===== src/rtl/hbi_pkg.sv =====
package hbi_pkg;
  typedef enum logic [1:0] {
    ACC_IDLE  = 2'd0,
    ACC_READ  = 2'd1,
    ACC_WRITE = 2'd2,
    ACC_CLASH = 2'd3
  } acc_e;
endpackage


===== src/rtl/hbi_addr_hold.sv =====
module hbi_addr_hold #(
  parameter int ADDR_W = 3
) (
  input  logic              clk,
  input  logic              rst,
  input  logic              strobe_n,
  input  logic [ADDR_W-1:0] addr_in,
  input  logic              cs_a,
  input  logic              cs_b,
  input  logic              cs_c_n,
  output logic [ADDR_W-1:0] addr_eff,
  output logic              sel_eff
);
  logic [ADDR_W-1:0] hold_addr;
  logic              hold_sel;
  logic              live_sel;

  assign live_sel = cs_a & cs_b & ~cs_c_n;

  always_ff @(posedge clk) begin
    if (rst) begin
      hold_addr <= '0;
      hold_sel  <= 1'b0;
    end else if (!strobe_n) begin
      hold_addr <= addr_in;
      hold_sel  <= live_sel;
    end
  end

  assign addr_eff = strobe_n ? hold_addr : addr_in;
  assign sel_eff  = strobe_n ? hold_sel  : live_sel;

  // a high strobe freezes the captured state
  a_r3_hold_frozen: assert property (@(posedge clk) disable iff (rst)
    strobe_n |=> ($stable(hold_addr) && $stable(hold_sel)));
endmodule


===== src/rtl/hbi_strobe_qual.sv =====
module hbi_strobe_qual
  import hbi_pkg::*;
(
  input  logic rd_n,
  input  logic rd,
  input  logic wr_n,
  input  logic wr,
  input  logic sel,
  output acc_e kind,
  output logic wr_raw
);
  logic rd_act;
  logic wr_act;

  assign rd_act = ~rd_n | rd;
  assign wr_act = ~wr_n | wr;
  assign wr_raw = wr_act;

  always_comb begin
    kind = ACC_IDLE;
    if (sel) begin
      if (rd_act && wr_act) kind = ACC_CLASH;
      else if (rd_act)      kind = ACC_READ;
      else if (wr_act)      kind = ACC_WRITE;
    end
  end
endmodule


===== src/rtl/hbi_access_gen.sv =====
module hbi_access_gen
  import hbi_pkg::*;
#(
  parameter int ADDR_W = 3,
  parameter int DATA_W = 8,
  localparam int NREG  = 1 << ADDR_W
) (
  input  logic              clk,
  input  logic              rst,
  input  acc_e              kind,
  input  logic [ADDR_W-1:0] addr,
  input  logic              wr_raw,
  output logic [NREG-1:0]   rd_en,
  output logic [NREG-1:0]   wr_en,
  output logic [DATA_W-1:0] oe,
  output logic              drv_dis,
  output logic              clash
);
  logic [NREG-1:0]   rd_dec;
  logic [NREG-1:0]   wr_dec;
  logic [ADDR_W-1:0] wr_addr;
  logic              wr_pend;

  for (genvar i = 0; i < NREG; i++) begin : g_dec
    assign rd_dec[i] = (addr    == ADDR_W'(i));
    assign wr_dec[i] = (wr_addr == ADDR_W'(i));
  end

  always_ff @(posedge clk) begin
    if (rst) begin
      rd_en   <= '0;
      wr_en   <= '0;
      oe      <= '0;
      drv_dis <= 1'b1;
      clash   <= 1'b0;
      wr_pend <= 1'b0;
      wr_addr <= '0;
    end else begin
      rd_en   <= (kind == ACC_READ) ? rd_dec : '0;
      oe      <= {DATA_W{kind == ACC_READ}};
      drv_dis <= (kind != ACC_READ);
      clash   <= (kind == ACC_CLASH);
      wr_pend <= (kind == ACC_WRITE);
      if (kind == ACC_WRITE) wr_addr <= addr;
      wr_en   <= (wr_pend && !wr_raw) ? wr_dec : '0;
    end
  end

  a_r5_rd_onehot: assert property (@(posedge clk) disable iff (rst)
    $onehot0(rd_en));
  a_r5_oe_has_target: assert property (@(posedge clk) disable iff (rst)
    oe[0] |-> (rd_en != '0));
  a_r7_wr_onehot: assert property (@(posedge clk) disable iff (rst)
    $onehot0(wr_en));
  a_r7_wr_single_pulse: assert property (@(posedge clk) disable iff (rst)
    (wr_en != '0) |=> (wr_en == '0));
  a_r8_clash_quiet: assert property (@(posedge clk) disable iff (rst)
    clash |-> (rd_en == '0 && oe == '0 && drv_dis));
endmodule


===== src/rtl/hbi_host_front.sv =====
module hbi_host_front
  import hbi_pkg::*;
#(
  parameter int ADDR_W = 3,
  parameter int DATA_W = 8,
  localparam int NREG  = 1 << ADDR_W
) (
  input  logic              clk,
  input  logic              rst,
  input  logic [ADDR_W-1:0] host_addr,
  input  logic              host_cs_a,
  input  logic              host_cs_b,
  input  logic              host_cs_c_n,
  input  logic              host_ads_n,
  input  logic              host_rd_n,
  input  logic              host_rd,
  input  logic              host_wr_n,
  input  logic              host_wr,
  output logic [NREG-1:0]   reg_rd_en,
  output logic [NREG-1:0]   reg_wr_en,
  output logic [DATA_W-1:0] host_dout_oe,
  output logic              xcvr_drv_dis,
  output logic              acc_clash
);
  logic [ADDR_W-1:0] addr_eff;
  logic              sel_eff;
  acc_e              kind;
  logic              wr_raw;

  hbi_addr_hold #(.ADDR_W(ADDR_W)) u_hold (
    .clk(clk), .rst(rst), .strobe_n(host_ads_n), .addr_in(host_addr),
    .cs_a(host_cs_a), .cs_b(host_cs_b), .cs_c_n(host_cs_c_n),
    .addr_eff(addr_eff), .sel_eff(sel_eff)
  );

  hbi_strobe_qual u_qual (
    .rd_n(host_rd_n), .rd(host_rd), .wr_n(host_wr_n), .wr(host_wr),
    .sel(sel_eff), .kind(kind), .wr_raw(wr_raw)
  );

  hbi_access_gen #(.ADDR_W(ADDR_W), .DATA_W(DATA_W)) u_gen (
    .clk(clk), .rst(rst), .kind(kind), .addr(addr_eff), .wr_raw(wr_raw),
    .rd_en(reg_rd_en), .wr_en(reg_wr_en), .oe(host_dout_oe),
    .drv_dis(xcvr_drv_dis), .clash(acc_clash)
  );

  // a deselected cycle yields no access of any kind
  a_r4_deselect_idle: assert property (@(posedge clk) disable iff (rst)
    !sel_eff |=> (reg_rd_en == '0 && !acc_clash && host_dout_oe == '0));
  // driver disable is the complement of a read in progress
  a_r6_drv_vs_oe: assert property (@(posedge clk) disable iff (rst)
    xcvr_drv_dis |-> (reg_rd_en == '0));
endmodule


===== config.mk =====
export PLATFORM = sky130hd
export DESIGN_NAME = hbi_host_front
export DESIGN_NICKNAME = d
export VERILOG_FILES = /design/src/rtl/hbi_pkg.sv /design/src/rtl/hbi_addr_hold.sv /design/src/rtl/hbi_strobe_qual.sv /design/src/rtl/hbi_access_gen.sv /design/src/rtl/hbi_host_front.sv
export SDC_FILE = /design/constraint.sdc
export NUM_CORES = 1
export LEC_CHECK = 0
export CAP_MARGIN = 20
export CORE_MARGIN = 4
export CORE_UTILIZATION = 41
export DETAILED_ROUTE_END_ITERATION = 8
export PLACE_DENSITY = 0.76
export SYNTH_ARGS = -nofsm -noshare
export SYNTH_HDL_FRONTEND = slang
export SYNTH_HIERARCHICAL = 1
export SYNTH_SLANG_ARGS = --single-unit

===== constraint.sdc =====
create_clock -name clk -period 2.2 [get_ports clk]
set_input_delay 0.33 -clock clk [delete_from_list [all_inputs] [get_ports clk]]
set_output_delay 0.33 -clock clk [all_outputs]
set_load 0.01 [all_outputs]

==> results of run 1 <==
==> cells in the mapped netlist <==
| cell type | count |
|---|---|
| dfxtp_1 | 27 |
| nor2_1 | 12 |
| buf_4 | 7 |
| nand2b_1 | 7 |
| nand4bb_1 | 6 |
| nand2_1 | 4 |
| mux2_4 | 3 |
| o21ai_1 | 3 |
| and2b_1 | 2 |
| inv_1 | 2 |
| nor2b_1 | 2 |
| nor3_1 | 2 |
| nor3_2 | 2 |
| a21boi_0 | 1 |
| a21oi_1 | 1 |
| and2_4 | 1 |
| and3b_1 | 1 |
| clkbuf_1 | 1 |
| nand2b_4 | 1 |
| nor2b_4 | 1 |
| or3b_1 | 1 |
| or4b_1 | 1 |
| or4b_4 | 1 |
==> flip-flops by register name, summed over array words and instances (netlist names) <==
register,cells
u_gen/wr_en,8
u_gen/oe,1
u_hold/hold_addr,3
u_gen/rd_en,8
u_gen/wr_pend,1
u_gen/wr_addr,3
u_gen/drv_dis,1
u_hold/hold_sel,1
u_gen/clash,1
==> cells in the final DEF, fill, tap and decap left out <==
master / synthesis / layout
nor3_1: 2 / 2
clkbuf_1: 1 / 1
buf_4: 7 / 3
nor2b_4: 1 / 1
nand2_1: 4 / 4
o21ai_1: 3 / 3
nand4bb_1: 6 / 6
nor3_2: 2 / 2
clkdlybuf4s50_1: 0 / 38
clkbuf_4: 0 / 3
nor2_1: 12 / 12
mux2_4: 3 / 3
or3b_1: 1 / 1
and2_4: 1 / 1
and2b_1: 2 / 2
or4b_1: 1 / 1
nand2b_1: 7 / 7
or4b_4: 1 / 1
inv_1: 2 / 2
and3b_1: 1 / 1
nor2b_1: 2 / 2
a21oi_1: 1 / 1
a21boi_0: 1 / 1
dfxtp_1: 27 / 27
nand2b_4: 1 / 1
==> power groups by stage <==
stage                     registers (mW)  logic, mW  clock network, mW
final                              0.499     0.0782              0.206
after global routing               0.500     0.0842              0.230
after CTS                          0.499     0.0784              0.210
after detailed placement           0.510     0.0782                  0
after global placement             0.509     0.0769                  0
after floorplan                    0.510     0.0395                  0
==> cell type report <==
cell class | count | area (um^2)
sequential | 27 | 540.5
inverter | 2 | 7.507
tap | 28 | 35.03
clock buffer | 4 | 26.28
multi-input combinational | 52 | 379.1
timing repair buffer | 41 | 402.9
fill | 209 | 863.3
==> how the worst min path moves through the flow <==
stage | depth (start not counted) | end | start | slack [ns]
2_1_floorplan | 1 | u_hold/hold_addr[1]$_SDFF_PP0_ | rst | 0.39
3_3_place_gp | 2 | u_hold/hold_sel$_SDFF_PP0_ | u_hold/hold_sel$_SDFF_PP0_ | 0.47
3_5_place_dp | 2 | u_hold/hold_sel$_SDFF_PP0_ | u_hold/hold_sel$_SDFF_PP0_ | 0.47
4_1_cts | 2 | u_hold/hold_sel$_SDFF_PP0_ | u_hold/hold_sel$_SDFF_PP0_ | 0.49
5_1_grt | 2 | u_hold/hold_sel$_SDFF_PP0_ | u_hold/hold_sel$_SDFF_PP0_ | 0.52
6_report | 2 | u_hold/hold_sel$_SDFF_PP0_ | u_hold/hold_sel$_SDFF_PP0_ | 0.49
==> stage by stage <==
step,power [mW],cells,util
2_1_floorplan,0.5492,89,-
3_3_place_gp,0.5862,150,0.6054
3_5_place_dp,0.5879,150,0.6054
4_1_cts,0.7873,154,0.6171
5_1_grt,0.8140,154,0.6171
6_report,0.7829,154,0.6171
==> metal layers <==
metal,part of all wire,vias up,track usage
met5,0,-,0
met4,0.032,0,0.08940
met3,0.061,4,0.02489
met2,0.51,28,0.2219
met1,0.40,314,0.1248
li1,-,365,-
==> tightest hold or removal path: stages, from the launching register on <==
cell and delay (ns):
dfxtp_1 0.32, nand2_1 0.07, a21oi_1 0.07
==> cells by family (layout without fill, tap and decap cells) <==
| family | after synthesis | in the layout | synth area share |
|---|---|---|---|
| AND/OR/NAND/NOR | 44 | 44 | 0.3117 |
| flip-flops | 27 | 27 | 0.5496 |
| buffers and inverters | 10 | 47 | 0.06488 |
| AO/OA/AOI/OAI | 5 | 5 | 0.02798 |
| multiplexers | 3 | 3 | 0.04580 |
==> impl_metrics.ini, run 1 <==
[run_status]
status = completed

[sta]
finalClockSkew_ns = 0.002176
clock.fmax_mhz = 569.0
fin_tns_setup_ns = 0
worst_hold_slack_ns = 0.4937
tightest_slew_ns = 0.3002
maxSlewViolCount = 0
fin_crit_sh = 0.7989
setup_violations = 0
slew-limit-headroom = 0.7992
period_minus_slack_ns = 1.757
setup_ws_ns = 0.4425
hold_viol = 0
rsz0062_at_grt = false

[grt]
grt_use_total = 0.1233
grt_pass1_wl_um = 3056
grt.overflow.total = 0
antenna_found_initial = 0
grt_max_degree = 15
grt_pass1_vias = 691

[worst_setup_path]
r2r_end = u_gen/rd_en[1]$_SDFF_PP0_
critPathCapture = u_gen/rd_en[1]$_SDFF_PP0_
ff2ff_setup_slack_ns = 0.79
r2r-start = u_hold/hold_sel$_SDFF_PP0_
required_ns = 2.47
cp.arrival_ns = 2.02
path_max_fanout = 4
cp_num_cells = 6
r2r_cells = 5
crit_path_start_kind = primary input
end_kind = flip-flop
slowest_delay_ns = 0.53
critPathTopFamily = simple AND/OR/NAND/NOR gates
cp_cell_sequence = clkdlybuf4s50_1, nand4bb_1, nand2_1, a21boi_0, or4b_4, nor2_1
crit_type = in -> reg
cp_num_buf_inv = 1
critPathSlowestCell = or4b_4
cp-startpoint = host_ads_n

[synth]
synth_top_area_share = 0.5496
yosysSeqAreaShare = 0.5496
synth_seq_cells = 27
syn_inst = 89
ys_types = 23
syn_nets = 102
synth_area_per_cell_um2 = 11.05
yosys_warnings = 6
yosys.area.top_type = dfxtp_1
syn_area_um2 = 983.4
synth_area_leaders = dfxtp_1 55%, nand4bb_1 6.9%, buf_4 5.3%

[clock_network]
numCtsBuffers = 3
cts_tree = built
post-cts-setup-buffers = 0
cts_max_path_buffers = 2
cts_resized = 0
clockRootBuffer = clkbuf_4
htree_levels = 1
clk_pin_slew_ns = 0.13
clk_latency_ns = 0.32
ctsHoldBuffers = 0
cts.sinks = 27

[floorplanning]
die_y_um = 56.98
dieArea_um2 = 3246
coreArea_um2 = 2255
rows = 17
initial_utilization = 0.4362
die_x_um = 56.98
io_pins = 39

[placement]
place_ws_ns = 0.1322
dp_hpwl_um = 1475
place_congestion = 0.7487
postPlaceCellArea_um2 = 1365
portBuffers = 38

[route]
num_vias = 711
ant_nets = 0
wl_per_cell_um = 12.08
first_iter_violations = 9
first_pass_iters = 4
routed_wl_um = 1861
drc = 0
vias_per_cell = 4.617

[final_layout]
diodes = 0
syn2layout_area_growth_pct = 41.48
fin_area_um2 = 1391
nNetsFinal = 140
drive_above_1_share = 0.1190

[pwr]
p_clk_frac = 0.263
internal_power_uw = 615.8
power_density_nw_per_um2 = 562.7
leakage_nw = 0.5316
vdd_ir_drop_max_uv = 420.1
p_sw_uw = 167.1
netSwitchingFraction = 0.2134
p_comb_frac = 0.100
seqPwrFrac = 0.637

[worst_hold_path]
min-delay-path-class = reg -> reg

[flow_run]
max-cap-violations = 0
Power figures use the tool's default switching activity.
==> run 2: changes to the inputs <==
Clock period 2.2 ns to 1.7 ns, I/O delays scaled along.
==> impl_metrics.ini, run 2 (synthesized netlist as in run 1, its figures left out) <==
[sta]
fin_crit_sh = 0.9373
tightest_slew_ns = 0.2726
rsz0062_at_grt = false
hold_viol = 0
period_minus_slack_ns = 1.593
setup_violations = 0
finalClockSkew_ns = 0.002609
slew-limit-headroom = 0.8179
fin_tns_setup_ns = 0
maxSlewViolCount = 0
clock.fmax_mhz = 627.6

[pwr]
leakage_nw = 0.5634
vdd_ir_drop_max_uv = 434.7
power_density_nw_per_um2 = 701.8

[route]
routed_wl_um = 1932
first_pass_iters = 3
drc = 0
vias_per_cell = 4.538
first_iter_violations = 13
ant_nets = 0
wl_per_cell_um = 12.23
num_vias = 717

[worst_setup_path]
cp.arrival_ns = 1.84
required_ns = 1.95
crit_type = in -> reg
crit_path_start_kind = primary input
path_max_fanout = 4
end_kind = flip-flop

[clock_network]
htree_levels = 1
numCtsBuffers = 3
clk_pin_slew_ns = 0.13
clockRootBuffer = clkbuf_4
post-cts-setup-buffers = 0
cts_tree = built
clk_latency_ns = 0.30
cts.sinks = 27
cts_max_path_buffers = 2

[floorplanning]
io_pins = 39
die_y_um = 56.98
dieArea_um2 = 3246
rows = 17
die_x_um = 56.98
initial_utilization = 0.4362
coreArea_um2 = 2255

[grt]
antenna_found_initial = 0
grt_use_total = 0.1221
grt_max_degree = 15
grt_pass1_wl_um = 3111
grt.overflow.total = 0
grt_pass1_vias = 692

[final_layout]
drive_above_1_share = 0.1692
nNetsFinal = 144
nFillCells = 210
syn2layout_area_growth_pct = 46.31
diodes = 0
final_cell_mix = 37 x clkdlybuf4s50_1, 26 x dfxtp_1, 11 x nor2_1
layout_commonest_cell = clkdlybuf4s50_1
postLayoutCoreUtil = 0.6382
reg.largest.list = u_gen/rd_en x8, u_gen/wr_en x8

[placement]
dp_hpwl_um = 1591
portBuffers = 38
place_congestion = 0.7717

[worst_hold_path]
min-delay-path-class = in -> reg

[flow_run]
max-cap-violations = 0

[run_status]
status = completed
## run 2: worst paths after layout
path	cells after the start	to	start	slack, ns
worst max-delay path	6	u_gen/rd_en[1]$_SDFF_PP0_	host_cs_b	0.11
worst min-delay path	3	u_hold/hold_sel$_SDFF_PP0_	host_ads_n	0.29
worst max register to register	5	u_gen/rd_en[1]$_SDFF_PP0_	u_hold/hold_sel$_SDFF_PP0_	0.32
worst min register to register	2	u_hold/hold_sel$_SDFF_PP0_	u_hold/hold_sel$_SDFF_PP0_	0.48
## run 2: critical path, stage by stage
cell             delay, ns
clkdlybuf4s50_1       0.47
nand4bb_1             0.14
nand2_1               0.13
a21boi_4              0.19
or4b_4                0.52
nor2_2                0.13
## run 2: timing repair
item                       4_1_cts  5_1_grt
hold buffers                     0        0
cloned                           0        0
pin swaps                        0        2
resized for setup                2        4
setup endpoints to repair        7       11
## run 2: final cells by class
| cell class | count | area [um^2] | area share |
|---|---|---|---|
| timing repair buffer | 45 | 435.4 | 0.3026 |
| multi-input combinational | 52 | 392.9 | 0.2730 |
| sequential | 27 | 541.8 | 0.3765 |
| clock buffer | 4 | 26.28 | 0.01826 |
| tap | 28 | 35.03 | 0.02435 |
| inverter | 2 | 7.507 | 0.005217 |
## run 2: report_power, final
part | internal [mW] | total (mW) | switching, mW
clock | 0.0913 | 0.252 | 0.160
sequential | 0.641 | 0.645 | 0.00416
combinational | 0.0709 | 0.113 | 0.0420
total | 0.803 | 1.01 | 0.206
## run 2: metal layers
| metal | wire length [um] | share of wire | global-route usage |
|---|---|---|---|
| met5 | 0 | 0 | 0 |
| met3 | 107 | 0.055 | 0.02262 |
| met2 | 1094 | 0.57 | 0.2414 |
| met1 | 708 | 0.37 | 0.1227 |
| met4 | 21 | 0.011 | 0.04967 |
## run 2: per-stage QoR
| step | setup WS [ns] | instances | total power, mW | area (um^2) | hold slack [ns] |
|---|---|---|---|---|---|
| after floorplan | 0.06388 | 89 | 0.7107 | 983.4 | 0.3193 |
| after global placement | -0.2174 | 154 | 0.7657 | 1395 | 0.4635 |
| after detailed placement | -0.4045 | 154 | 0.7702 | 1395 | 0.4684 |
| after CTS | 0.04401 | 158 | 1.018 | 1425 | 0.4876 |
| after global routing | 0.03661 | 158 | 1.053 | 1439 | 0.2953 |
| final | 0.1066 | 158 | 1.010 | 1439 | 0.2878 |
